$ cat src/rtl/avs_pkg.sv
package avs_pkg;
    localparam int FRAME_W  = 32;
    localparam int CRC_W    = 3;
    localparam int DATA_W   = 16;
    localparam logic [1:0] START_CODE = 2'b01;
    localparam logic [1:0] CMD_READ   = 2'b11;

    typedef enum logic [1:0] {
        ST_IDLE,
        ST_LOW,
        ST_HIGH
    } state_e;
endpackage

$ cat src/rtl/avs_crc3.sv
module avs_crc3
    import avs_pkg::*;
(
    input  logic             clk,
    input  logic             rst_n,
    input  logic             clr,
    input  logic             en,
    input  logic             din,
    output logic [CRC_W-1:0] crc
);
    logic fb;
    assign fb = din ^ crc[CRC_W-1];

    always_ff @(posedge clk or negedge rst_n) begin
        if (!rst_n)
            crc <= '0;
        else if (clr)
            crc <= '0;
        else if (en)
            crc <= {crc[1], crc[0] ^ fb, fb};
    end
endmodule

$ cat src/rtl/avs_clk_div.sv
module avs_clk_div #(
    parameter int CNT_W = 12
) (
    input  logic             clk,
    input  logic             rst_n,
    input  logic             run,
    input  logic [CNT_W-1:0] lim,
    output logic             tick
);
    logic [CNT_W-1:0] cnt_q;

    assign tick = run && (cnt_q == lim);

    always_ff @(posedge clk or negedge rst_n) begin
        if (!rst_n)
            cnt_q <= '0;
        else if (!run || tick)
            cnt_q <= '0;
        else
            cnt_q <= cnt_q + 1'b1;
    end
endmodule

$ cat src/rtl/avs_master.sv
module avs_master
    import avs_pkg::*;
#(
    parameter int DIV_W = 10
) (
    input  logic              clk,
    input  logic              rst_n,
    input  logic              start,
    input  logic              cmd_idle,
    input  logic [1:0]        cmd_type,
    input  logic              cmd_group,
    input  logic [3:0]        cmd_dtype,
    input  logic [3:0]        cmd_rail,
    input  logic [DATA_W-1:0] cmd_data,
    input  logic [DIV_W-1:0]  cfg_div,
    input  logic              crc_clr,
    output logic              busy,
    output logic              done,
    output logic [DATA_W-1:0] rdata,
    output logic              crc_err,
    output logic              sclk,
    output logic              mosi,
    output logic              cs_n,
    input  logic              miso
);
    localparam int CNT_W     = DIV_W + 2;
    localparam int IDX_W     = $clog2(FRAME_W);
    localparam int CRC_FIRST = FRAME_W - CRC_W;
    localparam int RD_MSB    = FRAME_W - 9;

    state_e              state_q, state_d;
    logic [DIV_W-1:0]    div_q;
    logic                tick, accept, last_bit, crc_phase, is_write, crc_bit;
    logic [IDX_W-1:0]    idx_q;
    logic [FRAME_W-1:0]  tx_q, rx_q, rx_nx, frame_w;
    logic                idle_q, ready_q;
    logic [CRC_W-1:0]    tx_crc, rx_crc;
    logic                rise, fall;

    assign is_write  = (cmd_type[1] == 1'b0);
    assign accept    = (state_q == ST_IDLE) && start && (cmd_idle || !is_write || ready_q);
    assign crc_phase = (idx_q >= IDX_W'(CRC_FIRST));
    assign last_bit  = (idx_q == IDX_W'(FRAME_W - 1));
    assign rx_nx     = {rx_q[FRAME_W-2:0], miso};
    assign rise      = (state_q == ST_LOW)  && tick;
    assign fall      = (state_q == ST_HIGH) && tick;

    always_comb begin
        if (cmd_idle)
            frame_w = '1;
        else
            frame_w = {START_CODE, cmd_type, cmd_group, cmd_dtype, cmd_rail,
                       (cmd_type == CMD_READ) ? {DATA_W{1'b1}} : cmd_data,
                       {CRC_W{1'b0}}};
    end

    always_comb begin
        unique case (idx_q[1:0])
            2'b01:   crc_bit = tx_crc[2];
            2'b10:   crc_bit = tx_crc[1];
            default: crc_bit = tx_crc[0];
        endcase
    end

    avs_clk_div #(.CNT_W(CNT_W)) u_div (
        .clk   (clk),
        .rst_n (rst_n),
        .run   (state_q != ST_IDLE),
        .lim   ({div_q, 2'b11}),
        .tick  (tick)
    );

    avs_crc3 u_tx_crc (
        .clk (clk), .rst_n (rst_n), .clr (accept),
        .en  (rise && !crc_phase), .din (tx_q[FRAME_W-1]), .crc (tx_crc)
    );

    avs_crc3 u_rx_crc (
        .clk (clk), .rst_n (rst_n), .clr (accept),
        .en  (fall && !crc_phase), .din (miso), .crc (rx_crc)
    );

    always_comb begin
        state_d = state_q;
        unique case (state_q)
            ST_IDLE: if (accept) state_d = ST_LOW;
            ST_LOW:  if (tick)   state_d = ST_HIGH;
            ST_HIGH: if (tick)   state_d = last_bit ? ST_IDLE : ST_LOW;
            default:             state_d = ST_IDLE;
        endcase
    end

    always_ff @(posedge clk or negedge rst_n) begin
        if (!rst_n)
            state_q <= ST_IDLE;
        else
            state_q <= state_d;
    end

    always_ff @(posedge clk or negedge rst_n) begin
        if (!rst_n) begin
            busy    <= 1'b0;
            done    <= 1'b0;
            rdata   <= '0;
            crc_err <= 1'b0;
            sclk    <= 1'b0;
            mosi    <= 1'b1;
            cs_n    <= 1'b1;
            div_q   <= '0;
            idx_q   <= '0;
            tx_q    <= '0;
            rx_q    <= '0;
            idle_q  <= 1'b0;
            ready_q <= 1'b0;
        end else begin
            done <= 1'b0;
            if (crc_clr)
                crc_err <= 1'b0;
            unique case (state_q)
                ST_IDLE: begin
                    if (accept) begin
                        cs_n   <= 1'b0;
                        busy   <= 1'b1;
                        tx_q   <= frame_w;
                        idle_q <= cmd_idle;
                        div_q  <= cfg_div;
                        idx_q  <= '0;
                    end
                end
                ST_LOW: begin
                    if (tick) begin
                        sclk <= 1'b1;
                        mosi <= (idle_q || !crc_phase) ? tx_q[FRAME_W-1] : crc_bit;
                        tx_q <= {tx_q[FRAME_W-2:0], 1'b0};
                    end
                end
                ST_HIGH: begin
                    if (tick) begin
                        sclk  <= 1'b0;
                        rx_q  <= rx_nx;
                        idx_q <= idx_q + 1'b1;
                        if (last_bit) begin
                            cs_n  <= 1'b1;
                            busy  <= 1'b0;
                            done  <= 1'b1;
                            mosi  <= 1'b1;
                            rdata <= rx_nx[RD_MSB -: DATA_W];
                            if (!idle_q && (rx_crc != rx_nx[CRC_W-1:0]))
                                crc_err <= 1'b1;
                            if (idle_q)
                                ready_q <= 1'b1;
                        end
                    end
                end
                default: ;
            endcase
        end
    end
endmodule

$ cat config.mk
export PLATFORM = sky130hd
export DESIGN_NAME = avs_master
export DESIGN_NICKNAME = d
export VERILOG_FILES = /design/src/rtl/avs_pkg.sv /design/src/rtl/avs_crc3.sv /design/src/rtl/avs_clk_div.sv /design/src/rtl/avs_master.sv
export SDC_FILE = /design/constraint.sdc
export NUM_CORES = 1
export LEC_CHECK = 0
export BUFFER_PORTS_ARGS = -buffer_cell sky130_fd_sc_hd__buf_2
export CORE_AREA = 4 4 119 121
export CTS_BUF_LIST = sky130_fd_sc_hd__clkbuf_4
export CTS_CLUSTER_DIAMETER = 200
export DETAILED_ROUTE_END_ITERATION = 12
export DIE_AREA = 0 0 123 125
export SETUP_SLACK_MARGIN = 0.3
export SLEW_MARGIN = 10
export SYNTH_ARGS = -nofsm -noshare
export SYNTH_HDL_FRONTEND = slang
export SYNTH_SLANG_ARGS = --single-unit
$ cat constraint.sdc
create_clock -name clk -period 2.25 [get_ports clk]
set_input_delay 0.225 -clock clk [delete_from_list [all_inputs] [get_ports clk]]
set_output_delay 0.225 -clock clk [all_outputs]
set_load 0.02 [all_outputs]
==> results of run 1 <==
## registers in the layout, indices dropped and copies added (netlist names)
register	count
busy	1
crc_err	1
cs_n	1
div_q	10
done	1
idle_q	1
idx_q	5
mosi	1
rdata	16
ready_q	1
rx_q	23
sclk	1
state_q	2
tx_q	32
u_div.cnt_q	12
u_rx_crc.crc	3
u_tx_crc.crc	3
## where the power goes
part           switching, W  leakage [nW]  internal, W
Combinational      0.000840          1.85     0.000863
Clock              0.000757         0.148     0.000757
Sequential         0.000299          1.44      0.00253
## metal layers
metal  track usage [%]  vias to the layer above  part of all wire, %
li1                  -                     1845                    -
met5                 0                        -                    0
met3              4.61                       14                  6.0
met2              22.8                       93                   47
met4              4.82                        0                  1.4
met1              19.2                     1791                   46
## worst max-delay path, stage by stage (launching register included)
cell and delay [ps]:
dfrtp_1 410, xor2_1 200, nor4_4 290, buf_4 180
nand4_4 120, or2_4 360, mux2_4 310
## synthesized netlist by cell type, types with 2 or more instances
cell type  number
a31oi_1         2
mux2_2         33
dfrtp_1       112
mux2_4         16
dfstp_2         2
o21ai_0        15
nand3_1        10
o22ai_1        18
nand2b_1        3
o21a_1          3
xor2_1         15
nor2_1         40
and4_1          3
ha_1            5
nor2b_1         2
a221o_1         3
and3_1          7
buf_6           2
a21o_1          3
nor3_1          4
inv_1          25
a21oi_1        16
clkbuf_1       14
buf_2           7
xnor2_1        11
nand2_1        41
mux2i_1        17
nand4_1         6
nor4_1          2
## worst max-delay path by stage
stage / startpoint / end / slack, ps / cells past startpoint
6_report: div_q[9] / rdata[5] / 250 / 6
5_1_grt: div_q[9] / rdata[6] / 170 / 6
4_1_cts: idx_q[1] / rdata[2] / 240 / 6
3_5_place_dp: u_div.cnt_q[7] / tx_q[10] / -120 / 6
3_3_place_gp: u_div.cnt_q[7] / tx_q[12] / -30 / 6
2_1_floorplan: u_div.cnt_q[2] / rdata[0] / 260 / 6
## through the flow
stage	cell area [µm²]	setup TNS [ps]
2_1_floorplan	5190	0
3_3_place_gp	5890	-431
3_5_place_dp	5890	-1410
4_1_cts	6500	0
5_1_grt	6540	0
6_report	6540	0
## timing repair
| action | CTS | global route |
|---|---|---|
| setup buffers | 4 | 1 |
| setup endpoints to repair | 63 | 43 |
| hold endpoints to repair | 68 | 0 |
| cloned | 0 | 2 |
| hold buffers | 28 | 0 |
| resized for setup | 5 | 8 |
| pin swaps | 1 | 2 |
## cell families after synthesis
kind of cell / Yosys count
buffers and inverters: 48
muxes: 66
DFF: 114
and+or+nand+nor: 125
AOI/OAI and AO/OA: 71
xor gates and xnor gates: 26
adders and majority gates: 5
## layout make-up
| class | instances | area, µm² |
|---|---|---|
| Inverter | 25 | 93.8 |
| Clock inverter | 13 | 144 |
| Sequential cell | 114 | 2860 |
| Tap cell | 176 | 220 |
| Fill cell | 1178 | 6550 |
| Multi-Input combinational cell | 295 | 2180 |
| Clock buffer | 18 | 135 |
| Timing Repair Buffer | 130 | 912 |
==> impl_metrics.tcl, run 1 <==
set metrics [dict create \
    finalCoreUtilization_pct 50.0 \
    final.min_clock_period_ps 2000 \
    die_x_um 123 \
    cts_root_buf "clkbuf_4" \
    grt_pass1_vias 3934 \
    reg2regPathDepth 6 \
    initial_utilization_pct 39.6 \
    synth_nets 503 \
    core_um2 13100 \
    finalSetupViolations 0 \
    fmax_ghz 0.501 \
    ys_types 47 \
    antenna-diode-count 0 \
    worstHoldStart "cmd_data[14]" \
    end_kind "flip-flop" \
    synthMuxAreaShare_pct 15.1 \
    p_leak_nw 3.43 \
    synth_xor_area_share_pct 4.39 \
    cts_buffers 17 \
    synthesis.area_um2 5190 \
    drt_iter0_drc 154 \
    ctsHtreeMaxLevel 4 \
    layout_common_cells "dfrtp_1, buf_2, nand2_1, nor2_1, buf_4" \
    tritoncts "built" \
    peakVddDrop_mv 0.621 \
    post_drt_wl_per_cell_um 13.7 \
    reg2reg_to "rdata[5]" \
    dieArea_um2 15400 \
    drive_gt1_share_pct 32.9 \
    synth_top_family_by_area "multiplexers" \
    clock_path_buffers 2 \
    slew_violations 0 \
    synth_edf_count 0 \
    power.density_nw_per_um2 925 \
    overflow 0 \
    synth-compound-area-share_pct 8.71 \
    r2r-start "div_q[9]" \
    drc_errors 0 \
    ys_ff_latch 114 \
    p_total_w 0.00604 \
    tightest_slew_ps 580 \
    ys.flop_type "dfrtp_1" \
    drtAntennaViolNets 0 \
    crit_type "reg2reg" \
    hold_class "in2reg" \
    routed-via-count 3743 \
    fin_nets 631 \
    syn_inst 455 \
    areaGrowthSynthToFinish_pct 26.1 \
    slew_headroom_pct 61.2 \
    cts_num_sinks 114 \
    max-cap-violations 0 \
    place_congestion 0.782 \
    finalNonFillerCells 771 \
    clk_latency_ps 510 \
    rsz0062_at_grt "yes" \
    io_pins 65 \
    drt-pass1-iter-count 4 \
    finalCritPeriodShare_pct 88.7 \
    path_clk_slew_ps 100 \
    fin_ws_ps 254 \
    mostFrequentLayoutCell "dfrtp_1" \
    min_to "tx_q[17]" \
    async_flop_share_pct 100 \
    yosys-top-cells-area "dfrtp_1, mux2_2, mux2_4, mux2i_1, nand2_1" \
    worstPathRequired_ps 2640 \
    min_path_cells 3 \
    pre_cts_slack_ps -119 \
    antenna_found_initial 0 \
    fin_skew_ps 14.9 \
    yosys.area_share.simple_pct 11.6 \
    viasPerCell 4.85 \
    grt_pass1_wl_um 18100 \
    yosysTopAreaCellShare_pct 54.0 \
    status "finished clean" \
    hold_viol_final 0 \
    numPortBuffers 64 \
    die_h_um 125 \
    grt_max_degree 53 \
    rows 42 \
    synth.largest_area_cell "dfrtp_1" \
    path_max_fanout 10 \
    routed_wirelength_um 10600 \
    hold-worst-slack_ps 29.9 \
    place.detailed.hpwl_um 7110 \
    dpl.cell_count 705 \
    ys_seq_area_share_pct 55.1 \
    syn_avg_cell_area_um2 11.4 \
    synth_warnings 0 \
    yosys.area_share.adder_pct 1.21 \
    r2r_slack_ps 250 \
    worstSetupStartpointType "flip-flop" \
    grt_use_total_pct 14.6 \
    crit_arrival_ps 2390 \
]
(Power assumes the default switching activity.)
==> run 2, diff against run 1 <==
- REMOVE_ABC_BUFFERS: not set -> 1
==> run 2 against run 1 <==
Clock power is 15% higher. Combinational power is 2% lower. Die area stayed put. Worst setup slack worse by 2.7 ps. First-iteration DRC count is 12% lower. Sequential cell count stayed put. Maximum frequency is 0.13% lower. Critical path depth is 1 higher.
==> impl_metrics.tcl, run 2 (same netlist as run 1, synthesis figures left out) <==
set metrics [dict create \
    status "finished clean" \
    die_h_um 125 \
    finalCritPeriodShare_pct 88.8 \
    dieArea_um2 15400 \
    crit_arrival_ps 2390 \
    p_total_w 0.00625 \
    min_path_cells 4 \
    max-cap-violations 0 \
    peakVddDrop_mv 0.658 \
    cts_buffers 17 \
    hold_viol_final 0 \
    antenna-diode-count 0 \
    worstSetupStartpointType "flip-flop" \
    fmax_ghz 0.500 \
    fin_skew_ps 18.9 \
    path_max_fanout 20 \
    place_congestion 0.761 \
    post_drt_wl_per_cell_um 13.7 \
    ctsHtreeMaxLevel 4 \
    fillers 1177 \
    initial_utilization_pct 39.6 \
    largest_reg_flops 32 \
    fin_ws_ps 251 \
    p_leak_nw 3.44 \
    final.min_clock_period_ps 2000 \
    hold_class "in2reg" \
    areaGrowthSynthToFinish_pct 26.5 \
    drt_iter0_drc 136 \
    min_to "tx_q[19]" \
    die_x_um 123 \
    crit_type "reg2reg" \
    r2r_slack_ps 250 \
    routed-via-count 3691 \
    r2r-start "div_q[9]" \
    tightest_slew_ps 565 \
    io_pins 65 \
    drt-pass1-iter-count 4 \
    cts_root_buf "clkbuf_4" \
    drc_errors 0 \
    tritoncts "built" \
    slew_headroom_pct 62.3 \
    power.density_nw_per_um2 953 \
    pre_cts_slack_ps -82.4 \
    reg2regPathDepth 7 \
    cts_num_sinks 114 \
    largest_register "tx_q" \
    viasPerCell 4.84 \
    grt_use_total_pct 14.9 \
    rows 42 \
    grt_max_degree 43 \
    finalNonFillerCells 762 \
    mostFrequentLayoutCell "dfrtp_1" \
    grt_pass1_wl_um 18200 \
    clock_path_buffers 2 \
    worstHoldStart "cmd_rail[0]" \
    overflow 0 \
    antenna_found_initial 0 \
    clk_latency_ps 510 \
    fin_nets 621 \
    reg2reg_to "rdata[15]" \
    path_clk_slew_ps 100 \
    place.detailed.hpwl_um 7140 \
    numPortBuffers 64 \
    end_kind "flip-flop" \
    slew_violations 0 \
    routed_wirelength_um 10400 \
    drive_gt1_share_pct 32.3 \
    rsz0062_at_grt "yes" \
    finalSetupViolations 0 \
    layout_common_cells "dfrtp_1, buf_2, nand2_1, nor2_1, mux2_2" \
    drtAntennaViolNets 0 \
    dpl.cell_count 693 \
    core_um2 13100 \
    largestRegisters "tx_q x32, rx_q x23, rdata x16" \
    grt_pass1_vias 3778 \
    worstPathRequired_ps 2640 \
]
## run 2: metrics by stage
step / setup TNS, ps / area [µm²] / utilization (%) / hold slack [ps]
2_1_floorplan: -46630 / 5080 / - / -70.6
3_3_place_gp: -231 / 5830 / 44.5 / 239
3_5_place_dp: -754 / 5830 / 44.5 / 240
4_1_cts: 0 / 6550 / 50.0 / 27.0
5_1_grt: 0 / 6560 / 50.1 / 59.7
6_report: 0 / 6560 / 50.1 / 97.2
## run 2: critical path, stage by stage (launching register included)
cell and delay (ps):
dfrtp_1 410, xor2_1 200, nor4_4 290, buf_4 170, nand4_4 100, or2_4 250, buf_12 170, mux2_4 300
## run 2: power by group
part | switching [W] | internal, W
Clock | 0.000734 | 0.00100
Sequential | 0.000322 | 0.00253
Combinational | 0.000829 | 0.000833
## run 2: per-layer routing
layer | up-vias | global-route usage, % | wire length, µm
li1 | 1827 | - | -
met1 | 1770 | 19.7 | 4760
met2 | 84 | 23.2 | 5020
met3 | 10 | 4.92 | 550
met4 | 0 | 4.50 | 115
met5 | - | 0 | 0
## run 2: worst max-delay path by stage
stage / start / to / slack, ps
after global routing: div_q[9] / rdata[15] / 180
after detailed placement: u_div.cnt_q[2] / tx_q[19] / -80
after global placement: u_div.cnt_q[2] / tx_q[20] / -20
after CTS: u_div.cnt_q[2] / rdata[15] / 250
final: div_q[9] / rdata[15] / 250
after floorplan: state_q[1] / tx_q[19] / -1450
## run 2: layout make-up
class,instances,area (µm²),share of cell area (%)
Multi-Input combinational cell,294,2170,33.1
Tap cell,176,220,3.36
Sequential cell,114,2860,43.6
Clock buffer,19,143,2.17
Timing Repair Buffer,121,886,13.5
Clock inverter,13,190,2.90
Inverter,25,93.8,1.43
## run 2: what timing repair did
action / in CTS / in global routing
gates cloned: 1 / 0
hold endpoints to repair: 65 / 0
hold buffers: 29 / 0
gates resized for setup: 3 / 7
pin swaps: 2 / 2
buffers inserted: 7 / 0
endpoints found under the setup margin: 48 / 54
